## src/rtl/pce_pkg.sv

```systemverilog
// Package: shared state encoding, register addresses and bit positions
// of the panel command engine. Assumes a 32-bit host register interface.
package pce_pkg;
    typedef enum logic [1:0] {
        ST_IDLE   = 2'd0,
        ST_SETUP  = 2'd1,
        ST_STROBE = 2'd2,
        ST_HOLD   = 2'd3
    } pce_state_t;

    localparam logic [2:0] A_WDATA  = 3'd0;
    localparam logic [2:0] A_RDATA  = 3'd1;
    localparam logic [2:0] A_WSTART = 3'd2;
    localparam logic [2:0] A_RSTART = 3'd3;
    localparam logic [2:0] A_STATUS = 3'd4;

    localparam int B_WRITE_FLAG = 28;
    localparam int B_DATA_FLAG  = 24;
    localparam int B_GO         = 0;
    localparam int B_SEL        = 1;
    localparam int B_BUSY       = 1;
    localparam int B_ERR        = 4;
endpackage

```

## src/rtl/pce_regs.sv

```systemverilog
// Host register file of the panel command engine.
// Holds the staged write word, the read arm, the captured read value
// and the sticky error flag. Decodes start writes into a one-cycle
// launch request for the sequencer.
// Assumes DW <= 24, so data never overlaps the flag bits.
module pce_regs
    import pce_pkg::*;
#(
    parameter int DW = 16
) (
    input  logic          clk,
    input  logic          rst_n,
    input  logic          reg_we,
    input  logic [2:0]    reg_addr,
    input  logic [31:0]   reg_wdata,
    output logic [31:0]   reg_rdata,
    input  logic          busy_i,
    input  logic          cap_vld_i,
    input  logic [DW-1:0] cap_dat_i,
    output logic          launch_o,
    output logic          launch_rd_o,
    output logic          launch_sel_o,
    output logic          launch_rs_o,
    output logic [DW-1:0] launch_dat_o
);
    localparam int PAD = 32 - DW;

    logic [31:0]   wdat_q;
    logic          armed_q;
    logic [DW-1:0] cap_q;
    logic          err_q;

    logic wstart_hit, rstart_hit, w_ok, r_ok;

    // Decode start writes and decide whether each is accepted.
    always_comb begin
        wstart_hit = reg_we && (reg_addr == A_WSTART) && reg_wdata[B_GO];
        rstart_hit = reg_we && (reg_addr == A_RSTART) && reg_wdata[B_GO];
        w_ok       = wstart_hit && !busy_i && wdat_q[B_WRITE_FLAG];
        r_ok       = rstart_hit && !busy_i && armed_q;
    end

    assign launch_o     = w_ok || r_ok;
    assign launch_rd_o  = r_ok;
    assign launch_sel_o = reg_wdata[B_SEL];
    assign launch_rs_o  = r_ok ? 1'b1 : wdat_q[B_DATA_FLAG];
    assign launch_dat_o = wdat_q[DW-1:0];

    // Staged write word.
    always_ff @(posedge clk) begin
        if (!rst_n)
            wdat_q <= '0;
        else if (reg_we && reg_addr == A_WDATA)
            wdat_q <= reg_wdata;
    end

    // Read arm: set by the setup write, consumed by an accepted read start.
    always_ff @(posedge clk) begin
        if (!rst_n)
            armed_q <= 1'b0;
        else if (r_ok)
            armed_q <= 1'b0;
        else if (reg_we && reg_addr == A_RDATA)
            armed_q <= reg_wdata[B_DATA_FLAG];
    end

    // Captured panel read value.
    always_ff @(posedge clk) begin
        if (!rst_n)
            cap_q <= '0;
        else if (cap_vld_i)
            cap_q <= cap_dat_i;
    end

    // Sticky error: set by a rejected start, cleared by writing 1 to it.
    always_ff @(posedge clk) begin
        if (!rst_n)
            err_q <= 1'b0;
        else if ((wstart_hit && !w_ok) || (rstart_hit && !r_ok))
            err_q <= 1'b1;
        else if (reg_we && reg_addr == A_STATUS && reg_wdata[B_ERR])
            err_q <= 1'b0;
    end

    // Host read multiplexer.
    always_comb begin
        reg_rdata = '0;
        case (reg_addr)
            A_WDATA:  reg_rdata = wdat_q;
            A_RDATA:  reg_rdata = {{PAD{1'b0}}, cap_q};
            A_STATUS: begin
                reg_rdata[B_BUSY] = busy_i;
                reg_rdata[B_ERR]  = err_q;
            end
            default:  reg_rdata = '0;
        endcase
    end

    p_busy_after_launch_r5: assert property (@(posedge clk) disable iff (!rst_n)
        launch_o |=> busy_i);

    p_err_on_collision_r6: assert property (@(posedge clk) disable iff (!rst_n)
        (wstart_hit && busy_i) |=> err_q);

    p_no_launch_when_busy_r6: assert property (@(posedge clk) disable iff (!rst_n)
        busy_i |-> !launch_o);
endmodule

```

## src/rtl/pce_seq.sv

```systemverilog
// Bus sequencer of the panel command engine.
// Runs one transfer per launch: setup (select and register-select
// driven), strobe low for STROBE_CYC clocks, hold (strobe released,
// select kept). Captures panel input as the read strobe rises.
// Assumes launch is only raised while idle.
module pce_seq
    import pce_pkg::*;
#(
    parameter int DW         = 16,
    parameter int STROBE_CYC = 3
) (
    input  logic          clk,
    input  logic          rst_n,
    input  logic          launch_i,
    input  logic          launch_rd_i,
    input  logic          launch_sel_i,
    input  logic          launch_rs_i,
    input  logic [DW-1:0] launch_dat_i,
    output logic          busy_o,
    output logic          cap_vld_o,
    output logic [DW-1:0] cap_dat_o,
    output logic [1:0]    pnl_cs_n,
    output logic          pnl_rs,
    output logic          pnl_wr_n,
    output logic          pnl_rd_n,
    output logic [DW-1:0] pnl_dout,
    output logic          pnl_doe,
    input  logic [DW-1:0] pnl_din
);
    localparam int CNT_W = (STROBE_CYC > 1) ? $clog2(STROBE_CYC) : 1;
    localparam logic [CNT_W-1:0] LAST = CNT_W'(STROBE_CYC - 1);

    pce_state_t    st_q;
    logic [CNT_W-1:0] cnt_q;
    logic          rd_q, sel_q, rs_q;
    logic [DW-1:0] dat_q;
    logic          strobe_end;

    assign strobe_end = (st_q == ST_STROBE) && (cnt_q == LAST);

    // Phase sequencing and strobe width counting.
    always_ff @(posedge clk) begin
        if (!rst_n) begin
            st_q  <= ST_IDLE;
            cnt_q <= '0;
        end else begin
            case (st_q)
                ST_IDLE:   if (launch_i) st_q <= ST_SETUP;
                ST_SETUP:  begin st_q <= ST_STROBE; cnt_q <= '0; end
                ST_STROBE: begin
                    if (strobe_end) st_q <= ST_HOLD;
                    else            cnt_q <= cnt_q + 1'b1;
                end
                default:   st_q <= ST_IDLE;
            endcase
        end
    end

    // Transfer attributes latched at launch.
    always_ff @(posedge clk) begin
        if (!rst_n) begin
            rd_q  <= 1'b0;
            sel_q <= 1'b0;
            rs_q  <= 1'b0;
            dat_q <= '0;
        end else if (st_q == ST_IDLE && launch_i) begin
            rd_q  <= launch_rd_i;
            sel_q <= launch_sel_i;
            rs_q  <= launch_rs_i;
            dat_q <= launch_dat_i;
        end
    end

    // Decode bus pins from the registered phase.
    always_comb begin
        busy_o    = (st_q != ST_IDLE);
        pnl_cs_n  = busy_o ? (sel_q ? 2'b01 : 2'b10) : 2'b11;
        pnl_rs    = rs_q;
        pnl_wr_n  = !((st_q == ST_STROBE) && !rd_q);
        pnl_rd_n  = !((st_q == ST_STROBE) && rd_q);
        pnl_doe   = busy_o && !rd_q;
        pnl_dout  = dat_q;
        cap_vld_o = strobe_end && rd_q;
        cap_dat_o = pnl_din;
    end

    p_cs_onehot_r4: assert property (@(posedge clk) disable iff (!rst_n)
        $onehot0(~pnl_cs_n));

    p_no_dual_strobe_r8: assert property (@(posedge clk) disable iff (!rst_n)
        !(!pnl_wr_n && !pnl_rd_n));

    p_doe_not_read_r10: assert property (@(posedge clk) disable iff (!rst_n)
        !pnl_rd_n |-> !pnl_doe);

    p_rs_steady_r3: assert property (@(posedge clk) disable iff (!rst_n)
        (busy_o && $past(busy_o)) |-> $stable(pnl_rs));

    p_strobe_ends_high_r2: assert property (@(posedge clk) disable iff (!rst_n)
        (st_q == ST_HOLD) |-> (pnl_wr_n && pnl_rd_n && pnl_cs_n != 2'b11));
endmodule

```

## src/rtl/panel_cmd_engine.sv

```systemverilog
// Top of the panel command engine: register file plus bus sequencer.
// Assumes a single clock domain shared with the host and the panel bus.
module panel_cmd_engine
    import pce_pkg::*;
#(
    parameter int DW         = 16,
    parameter int STROBE_CYC = 3
) (
    input  logic          clk,
    input  logic          rst_n,
    input  logic          reg_we,
    input  logic [2:0]    reg_addr,
    input  logic [31:0]   reg_wdata,
    output logic [31:0]   reg_rdata,
    output logic [1:0]    pnl_cs_n,
    output logic          pnl_rs,
    output logic          pnl_wr_n,
    output logic          pnl_rd_n,
    output logic [DW-1:0] pnl_dout,
    output logic          pnl_doe,
    input  logic [DW-1:0] pnl_din
);
    logic          busy, cap_vld, launch, launch_rd, launch_sel, launch_rs;
    logic [DW-1:0] cap_dat, launch_dat;

    pce_regs #(.DW(DW)) u_regs (
        .clk          (clk),
        .rst_n        (rst_n),
        .reg_we       (reg_we),
        .reg_addr     (reg_addr),
        .reg_wdata    (reg_wdata),
        .reg_rdata    (reg_rdata),
        .busy_i       (busy),
        .cap_vld_i    (cap_vld),
        .cap_dat_i    (cap_dat),
        .launch_o     (launch),
        .launch_rd_o  (launch_rd),
        .launch_sel_o (launch_sel),
        .launch_rs_o  (launch_rs),
        .launch_dat_o (launch_dat)
    );

    pce_seq #(.DW(DW), .STROBE_CYC(STROBE_CYC)) u_seq (
        .clk          (clk),
        .rst_n        (rst_n),
        .launch_i     (launch),
        .launch_rd_i  (launch_rd),
        .launch_sel_i (launch_sel),
        .launch_rs_i  (launch_rs),
        .launch_dat_i (launch_dat),
        .busy_o       (busy),
        .cap_vld_o    (cap_vld),
        .cap_dat_o    (cap_dat),
        .pnl_cs_n     (pnl_cs_n),
        .pnl_rs       (pnl_rs),
        .pnl_wr_n     (pnl_wr_n),
        .pnl_rd_n     (pnl_rd_n),
        .pnl_dout     (pnl_dout),
        .pnl_doe      (pnl_doe),
        .pnl_din      (pnl_din)
    );
endmodule

```

## config.mk

```make
export PLATFORM = sky130hd
export DESIGN_NAME = panel_cmd_engine
export DESIGN_NICKNAME = d
export VERILOG_FILES = /design/src/rtl/pce_pkg.sv /design/src/rtl/pce_regs.sv /design/src/rtl/pce_seq.sv /design/src/rtl/panel_cmd_engine.sv
export SDC_FILE = /design/constraint.sdc
export NUM_CORES = 1
export LEC_CHECK = 0
export ABC_AREA = 1
export BUFFER_PORTS_ARGS = -buffer_cell sky130_fd_sc_hd__buf_2
export CAP_MARGIN = 10
export CELL_PAD_IN_SITES_DETAIL_PLACEMENT = 1
export CELL_PAD_IN_SITES_GLOBAL_PLACEMENT = 1
export CORE_ASPECT_RATIO = 0.6
export CORE_MARGIN = 2
export CORE_UTILIZATION = 38
export DETAILED_ROUTE_END_ITERATION = 7
export PLACE_DENSITY = 0.93
export SYNTH_ARGS = -nofsm -noshare
export SYNTH_HDL_FRONTEND = slang
export SYNTH_SLANG_ARGS = --single-unit
export TNS_END_PERCENT = 1
```

## constraint.sdc

```tcl
create_clock -name clk -period 4.2 [get_ports clk]
set_clock_uncertainty 0.1 [all_clocks]
set_input_delay 0 -clock clk [delete_from_list [all_inputs] [get_ports clk]]
set_output_delay 0 -clock clk [all_outputs]
set_load 0.02 [all_outputs]
```

==> metrics.log, run 1 <==
INFO  metric post_layout_nets = 583
INFO  metric power_density = 410 nW/um^2
INFO  metric finalSetupViolations = 0
INFO  metric max-slew-margin-rel = 0.267
INFO  metric clkSlewWorstSetupHoldPaths = 0.06 ns
INFO  metric ios = 108
INFO  metric reg2reg_setup_slack = 1.90 ns
INFO  metric yosys_register_bits = 73
INFO  metric core.rowCount = 25
INFO  metric worst_hold_path_type = input pin to register
INFO  metric clk_latency = 0.33 ns
INFO  metric cts-root-buf = clkbuf_16
INFO  metric seq_power_share = 0.400
INFO  metric regToRegEndpoint = u_regs.cap_q[6]
INFO  metric leak_pwr = 1.89 nW
INFO  metric setup_ws_pre_cts = 1.91 ns
INFO  metric die_h = 72.9 um
INFO  metric final_critical_path_setup_slack = 1.90 ns
INFO  metric critical_path_cell_sequence = inv_1 -> ha_1 -> nand3_1 -> o21ai_0 -> a21oi_1
INFO  metric whs = 0.0173 ns
INFO  metric grt_pass1_vias = 3311
INFO  metric post_synth.cell_area_avg = 7.94 um^2
INFO  metric r2r_cells = 5
INFO  metric critical_path.max_stage_delay = 0.78 ns
INFO  metric detailed_place.area = 3580 um^2
INFO  metric postRouteWirelength = 10300 um
INFO  metric r2r-start = u_seq.st_q[0]
INFO  metric fin_crit_sh = 0.547
INFO  metric yosysWarnings = 0
INFO  metric net-switching-power = 0.000445 W
INFO  metric max_slew.worst_pin.slew = 1.10 ns
INFO  metric post_route_cells_drive_above_1_share = 0.277
INFO  metric worst-endpoint-arrival = 2.38 ns
INFO  metric routedWlPerCell = 16.3 um
INFO  metric core_area = 7790 um^2
INFO  metric number_of_gates_resized_after_cts = 0
INFO  metric min_delay_path_depth = 6
INFO  metric power.share.combinational = 0.142
INFO  metric tritoncts = done
INFO  metric rsz_0062_raised_after_global_routing = no
INFO  metric timing.critical_path.fanout_max = 32
INFO  metric critical_path_start_end_classification = register to register
INFO  metric syn-instance-count = 379
INFO  metric number_of_routed_nets_with_antenna_violations = 0
INFO  metric most-common-layout-cells = 107 x buf_2, 73 x dfxtp_1, 59 x inv_1, 59 x a21oi_1, 55 x o21ai_0
INFO  metric grt_antenna_before_repair = 0
INFO  metric setup-tns-final = 0 ns
INFO  metric first_pass_grt_wire_length = 16500 um
INFO  metric mostFrequentLayoutCell = buf_2
INFO  metric finalInstanceArea = 4420 um^2
INFO  metric final-hold-violation-count = 0
INFO  metric tritoncts_num_sinks = 73
INFO  metric clock_power_share = 0.458
INFO  metric synth.distinct_cells = 28
INFO  metric port_buffers = 107
INFO  metric die_area = 8670 um^2
INFO  metric crit_path_start_kind = register
INFO  metric vdd_ir_drop_max = 0.215 mV
INFO  metric vias = 3119
INFO  metric detail_route.drc_violations = 0
INFO  metric route.detailed.vias_per_inst = 4.90
INFO  metric layout-area-overhead-vs-synth = 46.7%
INFO  metric detailed_place_hpwl = 6250 um
INFO  metric syn-num-nets = 437
INFO  metric report.final.slew_viol_count = 0
INFO  metric num_antenna_cells = 0
INFO  metric number_of_cts_inserted_buffers = 9
INFO  metric switching_share = 0.246
INFO  metric mappedNetlistArea = 3010 um^2
INFO  metric initial_core_util = 0.386
INFO  metric crit_required = 4.28 ns
INFO  metric status = finished, final reports clean
INFO  metric global_route.overflow_total = 0
INFO  metric clock_path_buffers = 2
INFO  metric min_delay_worst_endpoint = u_regs.err_q
INFO  metric detail_route.first_pass.iterations = 4
INFO  metric power.internal = 0.00137 W
INFO  metric synth_seq_area_share = 0.486
INFO  metric final_util = 0.567
INFO  metric place.gp.congestion = 0.791
INFO  metric timing.final.crit_period = 2.30 ns
INFO  metric cp-end-kind = register
INFO  metric cpMaxStageDelayCell = nand3_1
INFO  metric max_cap_violations = 0
INFO  metric global_route.usage.total = 0.245
INFO  metric 1st_iter_drt_viols = 90
INFO  metric grt_max_degree = 72
INFO  metric ctsHtreeMaxLevel = 3
INFO  metric min_from = reg_we
INFO  metric max_clock_freq = 435 MHz
INFO  metric fp.dieW = 119 um
## what timing repair did
item,4_1_cts,5_1_grt
endpoints found under the setup margin,0,0
hold buffers,50,0
endpoints found under the hold margin,51,0
setup buffers,0,0
## logic make-up after synthesis
| family | count (synthesis) | share of synthesized area |
|---|---|---|
| AO/OA/AOI/OAI | 154 | 0.280 |
| buffers and inverters | 85 | 0.113 |
| flip-flops | 73 | 0.486 |
| AND/OR/NAND/NOR | 63 | 0.105 |
| adder cells (fa/ha/maj) | 4 | 0.0166 |
## through the flow
stage | cells | total power (W)
after floorplan | 379 | 0.000875
after global placement | 571 | 0.000939
after detailed placement | 571 | 0.000954
after CTS | 635 | 0.00182
after global routing | 636 | 0.00188
final | 636 | 0.00181
## per-layer routing
| layer | vias up | part of all wire | track usage |
|---|---|---|---|
| met5 | - | 0 | 0 |
| met4 | 0 | 0.010 | 0.0873 |
| met3 | 10 | 0.040 | 0.0578 |
| met2 | 73 | 0.50 | 0.439 |
| met1 | 1492 | 0.45 | 0.292 |
| li1 | 1544 | - | - |
## synthesized netlist by cell type
master,count,area (um^2)
buf_6,2,22.5
a21oi_1,59,295
nand4_1,1,6.26
inv_2,2,7.51
buf_4,1,7.51
or2_2,2,12.5
a211oi_1,1,7.51
clkbuf_1,20,75.1
o22ai_1,14,87.6
nand3_4,1,17.5
o21ai_1,11,55.1
nor2_1,24,90.1
o21ai_0,55,275
nor2_8,1,20.0
or2_0,1,6.26
inv_1,59,221
dfxtp_1,73,1460
o21ai_2,1,8.76
nand3_1,9,45.0
or2_1,1,6.26
a21oi_2,11,96.3
buf_2,1,5.00
nor2_2,2,12.5
nand3_2,2,20.0
o221ai_1,2,17.5
ha_1,4,50.1
nand2_4,1,11.3
nand2_1,18,67.6
## flip-flops by register name, summed over array words and instances, names as in the netlist
| name | flops |
|---|---|
| u_regs.armed_q | 1 |
| u_regs.cap_q | 16 |
| u_regs.err_q | 1 |
| u_regs.wdat_q | 32 |
| u_seq.cnt_q | 2 |
| u_seq.pnl_dout | 16 |
| u_seq.pnl_rs | 1 |
| u_seq.rd_q | 1 |
| u_seq.sel_q | 1 |
| u_seq.st_q | 2 |
## worst max-delay path by stage
| stage | start | to | slack, ns | depth (start not counted) |
|---|---|---|---|---|
| final | u_seq.st_q[0] | u_regs.cap_q[6] | 1.90 | 5 |
| after global routing | u_seq.st_q[0] | u_regs.cap_q[4] | 1.60 | 5 |
| after CTS | reg_addr[0] | u_regs.wdat_q[18] | 1.73 | 6 |
| after detailed placement | u_seq.st_q[0] | u_regs.cap_q[11] | 1.91 | 5 |
| after global placement | u_seq.st_q[0] | u_regs.cap_q[11] | 2.18 | 5 |
| after floorplan | u_seq.st_q[0] | u_seq.pnl_rs | 2.72 | 10 |
## cell type report
type,instances,area [um^2]
fillers,968,3370
flip-flops and latches,73,1460
multi-input cells,221,1210
repair buffers,159,1060
clock buffers,11,253
inverters,61,229
well taps,108,135
clock inverters,3,65.1
## worst max-delay path: cells and delay by family (launching register included)
family                   cells  cell delay, ns
adder cells (fa/ha/maj)      1            0.24
AND/OR/NAND/NOR              1            0.78
AO/OA/AOI/OAI                2            0.58
flip-flops                   1            0.32
buffers and inverters        1            0.10
## power by group through the flow
stage,clock network (W),registers [W],logic [W]
after detailed placement,0,0.000740,0.000215
after floorplan,0,0.000737,0.000138
after global routing,0.000868,0.000727,0.000284
after CTS,0.000845,0.000725,0.000253
final,0.000830,0.000725,0.000257
after global placement,0,0.000737,0.000201
Note: power is estimated with default switching activity, not from simulation.
==> run 2: changes to the inputs <==
CORE_UTILIZATION = 31   (was 38)
PLACE_DENSITY = 0.82   (was 0.93)
clock period = 2 ns   (was 4.2 ns; I/O delays follow)
==> run 2 against run 1 <==
Net effect:
- sequential share of layout area fell by 0.23 points
- clock power grew 82%
- via count increased by 0.71%
- utilization down 8.8 points
- critical path depth rose by 4
- final area rose by 0.71%
- combinational power rose by 110%
- critical path type unchanged
- critical endpoint is now u_seq.sel_q
- largest cell class unchanged
- highest routed layer unchanged
==> metrics.log, run 2 (synthesized netlist as in run 1, its figures left out) <==
INFO  metric status = finished, final reports clean
INFO  metric final-hold-violation-count = 0 (unchanged)
INFO  metric total_power_draw = 0.00357 W (+97%)
INFO  metric detailed_place_hpwl = 6630 um (+6.0%)
INFO  metric global_route.usage.total = 0.202 (-0.0424)
INFO  metric detail_route.first_pass.iterations = 4 (unchanged)
INFO  metric crit_required = 2.13 ns (-2.15 ns)
INFO  metric flip_flop_count_of_the_largest_register_all_copies_and_words_added = 32 (unchanged)
INFO  metric cts_setup_buffers = 0 (unchanged)
INFO  metric 1st_iter_drt_viols = 141 (+57%)
INFO  metric crit_path_start_kind = register
INFO  metric cp-end-kind = register
INFO  metric fp.dieW = 131 um (+10%)
INFO  metric max-slew-margin-rel = 0.486 (+0.218)
INFO  metric report.final.slew_viol_count = 0 (unchanged)
INFO  metric cts-root-buf = clkbuf_16
INFO  metric timing.final.crit_period = 1.80 ns (-0.495 ns)
INFO  metric endpoint = u_seq.sel_q
INFO  metric clock_path_buffers = 2 (unchanged)
INFO  metric number_of_cts_inserted_buffers = 9 (unchanged)
INFO  metric drt-met1-wl = 4480 um (-3.4%)
INFO  metric vias = 3141 (+0.71%)
INFO  metric die_area = 10500 um^2 (+22%)
INFO  metric top_layer = met4
INFO  metric global_route.overflow_total = 0 (unchanged)
INFO  metric grt_antenna_before_repair = 0 (unchanged)
INFO  metric worst-endpoint-arrival = 1.93 ns (-0.45 ns)
INFO  metric critPathTopFamily = simple AND/OR/NAND/NOR gates
INFO  metric grt_pass1_vias = 3312 (+0.030%)
INFO  metric timing.critical_path.fanout_max = 36 (+13%)
INFO  metric post_layout_nets = 587 (+0.69%)
INFO  metric routedWlPerCell = 15.5 um (-4.8%)
INFO  metric clkSlewWorstSetupHoldPaths = 0.06 ns (about the same)
INFO  metric max_slew.worst_pin.slew = 0.770 ns (-0.326 ns)
INFO  metric route.detailed.vias_per_inst = 4.74 (-3.4%)
INFO  metric core_area = 9290 um^2 (+19%)
INFO  metric most-common-layout-cells = 107 x buf_2, 73 x dfxtp_1, 59 x inv_1, 59 x a21oi_1, 55 x o21ai_0
INFO  metric critical_path_start_end_classification = register to register
INFO  metric max_clock_freq = 555 MHz (+28%)
INFO  metric layout-area-overhead-vs-synth = 47.8%
INFO  metric number_of_routed_nets_with_antenna_violations = 0 (unchanged)
INFO  metric power_density = 804 nW/um^2 (+96%)
INFO  metric min_from = reg_we
INFO  metric routed-wl-met2 = 4920 um (-5.0%)
INFO  metric r2r_cells = 9 (+4)
INFO  metric tritoncts_num_sinks = 73 (unchanged)
INFO  metric grt_max_degree = 37 (-49%)
INFO  metric ctsHtreeMaxLevel = 3 (unchanged)
INFO  metric finalSetupViolations = 0 (unchanged)
INFO  metric core.rowCount = 27 (+8.0%)
INFO  metric fin_crit_sh = 0.901 (+0.354)
INFO  metric postRouteWirelength = 10300 um (-0.74%)
INFO  metric num_antenna_cells = 0 (unchanged)
INFO  metric final_util = 0.479 (-0.0883)
INFO  metric place.gp.congestion = 0.883 (+12%)
INFO  metric rsz_0062_raised_after_global_routing = no
INFO  metric critical_path_cell_sequence = inv_1 -> ha_1 -> nand2_1 -> inv_1 -> nand3_2 -> nand2_8 -> inv_1 -> nor2_1 -> nor2_1
INFO  metric critical_path.max_stage_delay = 0.31 ns (-0.47 ns)
INFO  metric ios = 108 (unchanged)
INFO  metric setup-tns-final = 0 ns (unchanged)
INFO  metric r2r-start = u_seq.st_q[0]
INFO  metric clk_latency = 0.33 ns (about the same)
INFO  metric crit_path_frequent_cell = inv_1
INFO  metric initial_core_util = 0.324 (-0.0624)
INFO  metric leak_pwr = 1.88 nW (-0.13%)
INFO  metric levels_on_crit_path = 9 (+4)
INFO  metric vdd_ir_drop_max = 0.399 mV (+86%)
INFO  metric port_buffers = 107 (unchanged)
INFO  metric crit_buf_inv = 3 (+2)
INFO  metric worst_hold_path_type = input pin to register
INFO  metric mostFrequentLayoutCell = buf_2
INFO  metric detail_route.drc_violations = 0 (unchanged)
INFO  metric cpMaxStageDelayCell = dfxtp_1
INFO  metric worst_setup_path_startpoint = u_seq.st_q[0]
INFO  metric reg2reg_setup_slack = 0.20 ns (-1.70 ns)
INFO  metric regToRegEndpoint = u_seq.sel_q
INFO  metric tritoncts = done
INFO  metric die_h = 80.3 um (+10%)
INFO  metric first_pass_grt_wire_length = 16600 um (+0.67%)
INFO  metric post_route_cells_drive_above_1_share = 0.281 (+0.00491)
INFO  metric max_cap_violations = 0 (unchanged)
INFO  metric largest-register = u_regs.wdat_q
INFO  metric route.met3.wl = 787 um (+89%)
## run 2: worst min path at each step
stage / slack, ns / endpoint / depth (start not counted)
2_1_floorplan: 0.03 / u_seq.sel_q / 2
3_3_place_gp: 0.18 / u_regs.wdat_q[19] / 3
3_5_place_dp: 0.18 / u_seq.sel_q / 3
4_1_cts: 0.04 / u_regs.err_q / 6
5_1_grt: 0.09 / u_regs.err_q / 6
6_report: 0.07 / u_regs.err_q / 6
## run 2: what timing repair did
action	in CTS	in global routing
hold buffers	50	0
setup endpoints to repair	0	13
resized for setup	0	1
endpoints found under the hold margin	51	0
## run 2: cell type report
class | instances | area, um^2
multi-input cells | 221 | 1220
clock inverters | 2 | 12.5
clock buffers | 13 | 270
well taps | 130 | 163
flip-flops and latches | 73 | 1460
inverters | 61 | 229
fillers | 1151 | 4840
repair buffers | 163 | 1090
## run 2: metrics by stage
step	cells	cell area [um^2]	hold WS (ns)	setup WS, ns
finish	663	4450	0.0684	0.199
global route	663	4450	0.0852	0.0668
CTS	663	4440	0.0444	0.0775
detailed placement	598	3650	0.178	0.101
global placement	598	3650	0.177	0.221
floorplan	379	3010	0.0349	0.516
## run 2: power by group
| part | total, W | switching (W) | internal (W) |
|---|---|---|---|
| Clock | 0.00151 | 0.000576 | 0.000932 |
| Sequential | 0.00152 | 0.0000198 | 0.00150 |
| Combinational | 0.000545 | 0.000317 | 0.000227 |
| Total | 0.00357 | 0.000913 | 0.00266 |
## run 2: worst register-to-register path, stage by stage (launching register included)
cell and delay, ns:
dfxtp_1 0.31, inv_1 0.11, ha_1 0.29, nand2_1 0.12, inv_1 0.08, nand3_2 0.15, nand2_8 0.27, inv_1 0.11
nor2_1 0.11, nor2_1 0.05
## run 2: layer usage
metal,vias up,track usage
li1,1560,-
met1,1480,0.226
met2,90,0.362
met3,11,0.0896
met4,0,0.0424
met5,-,0
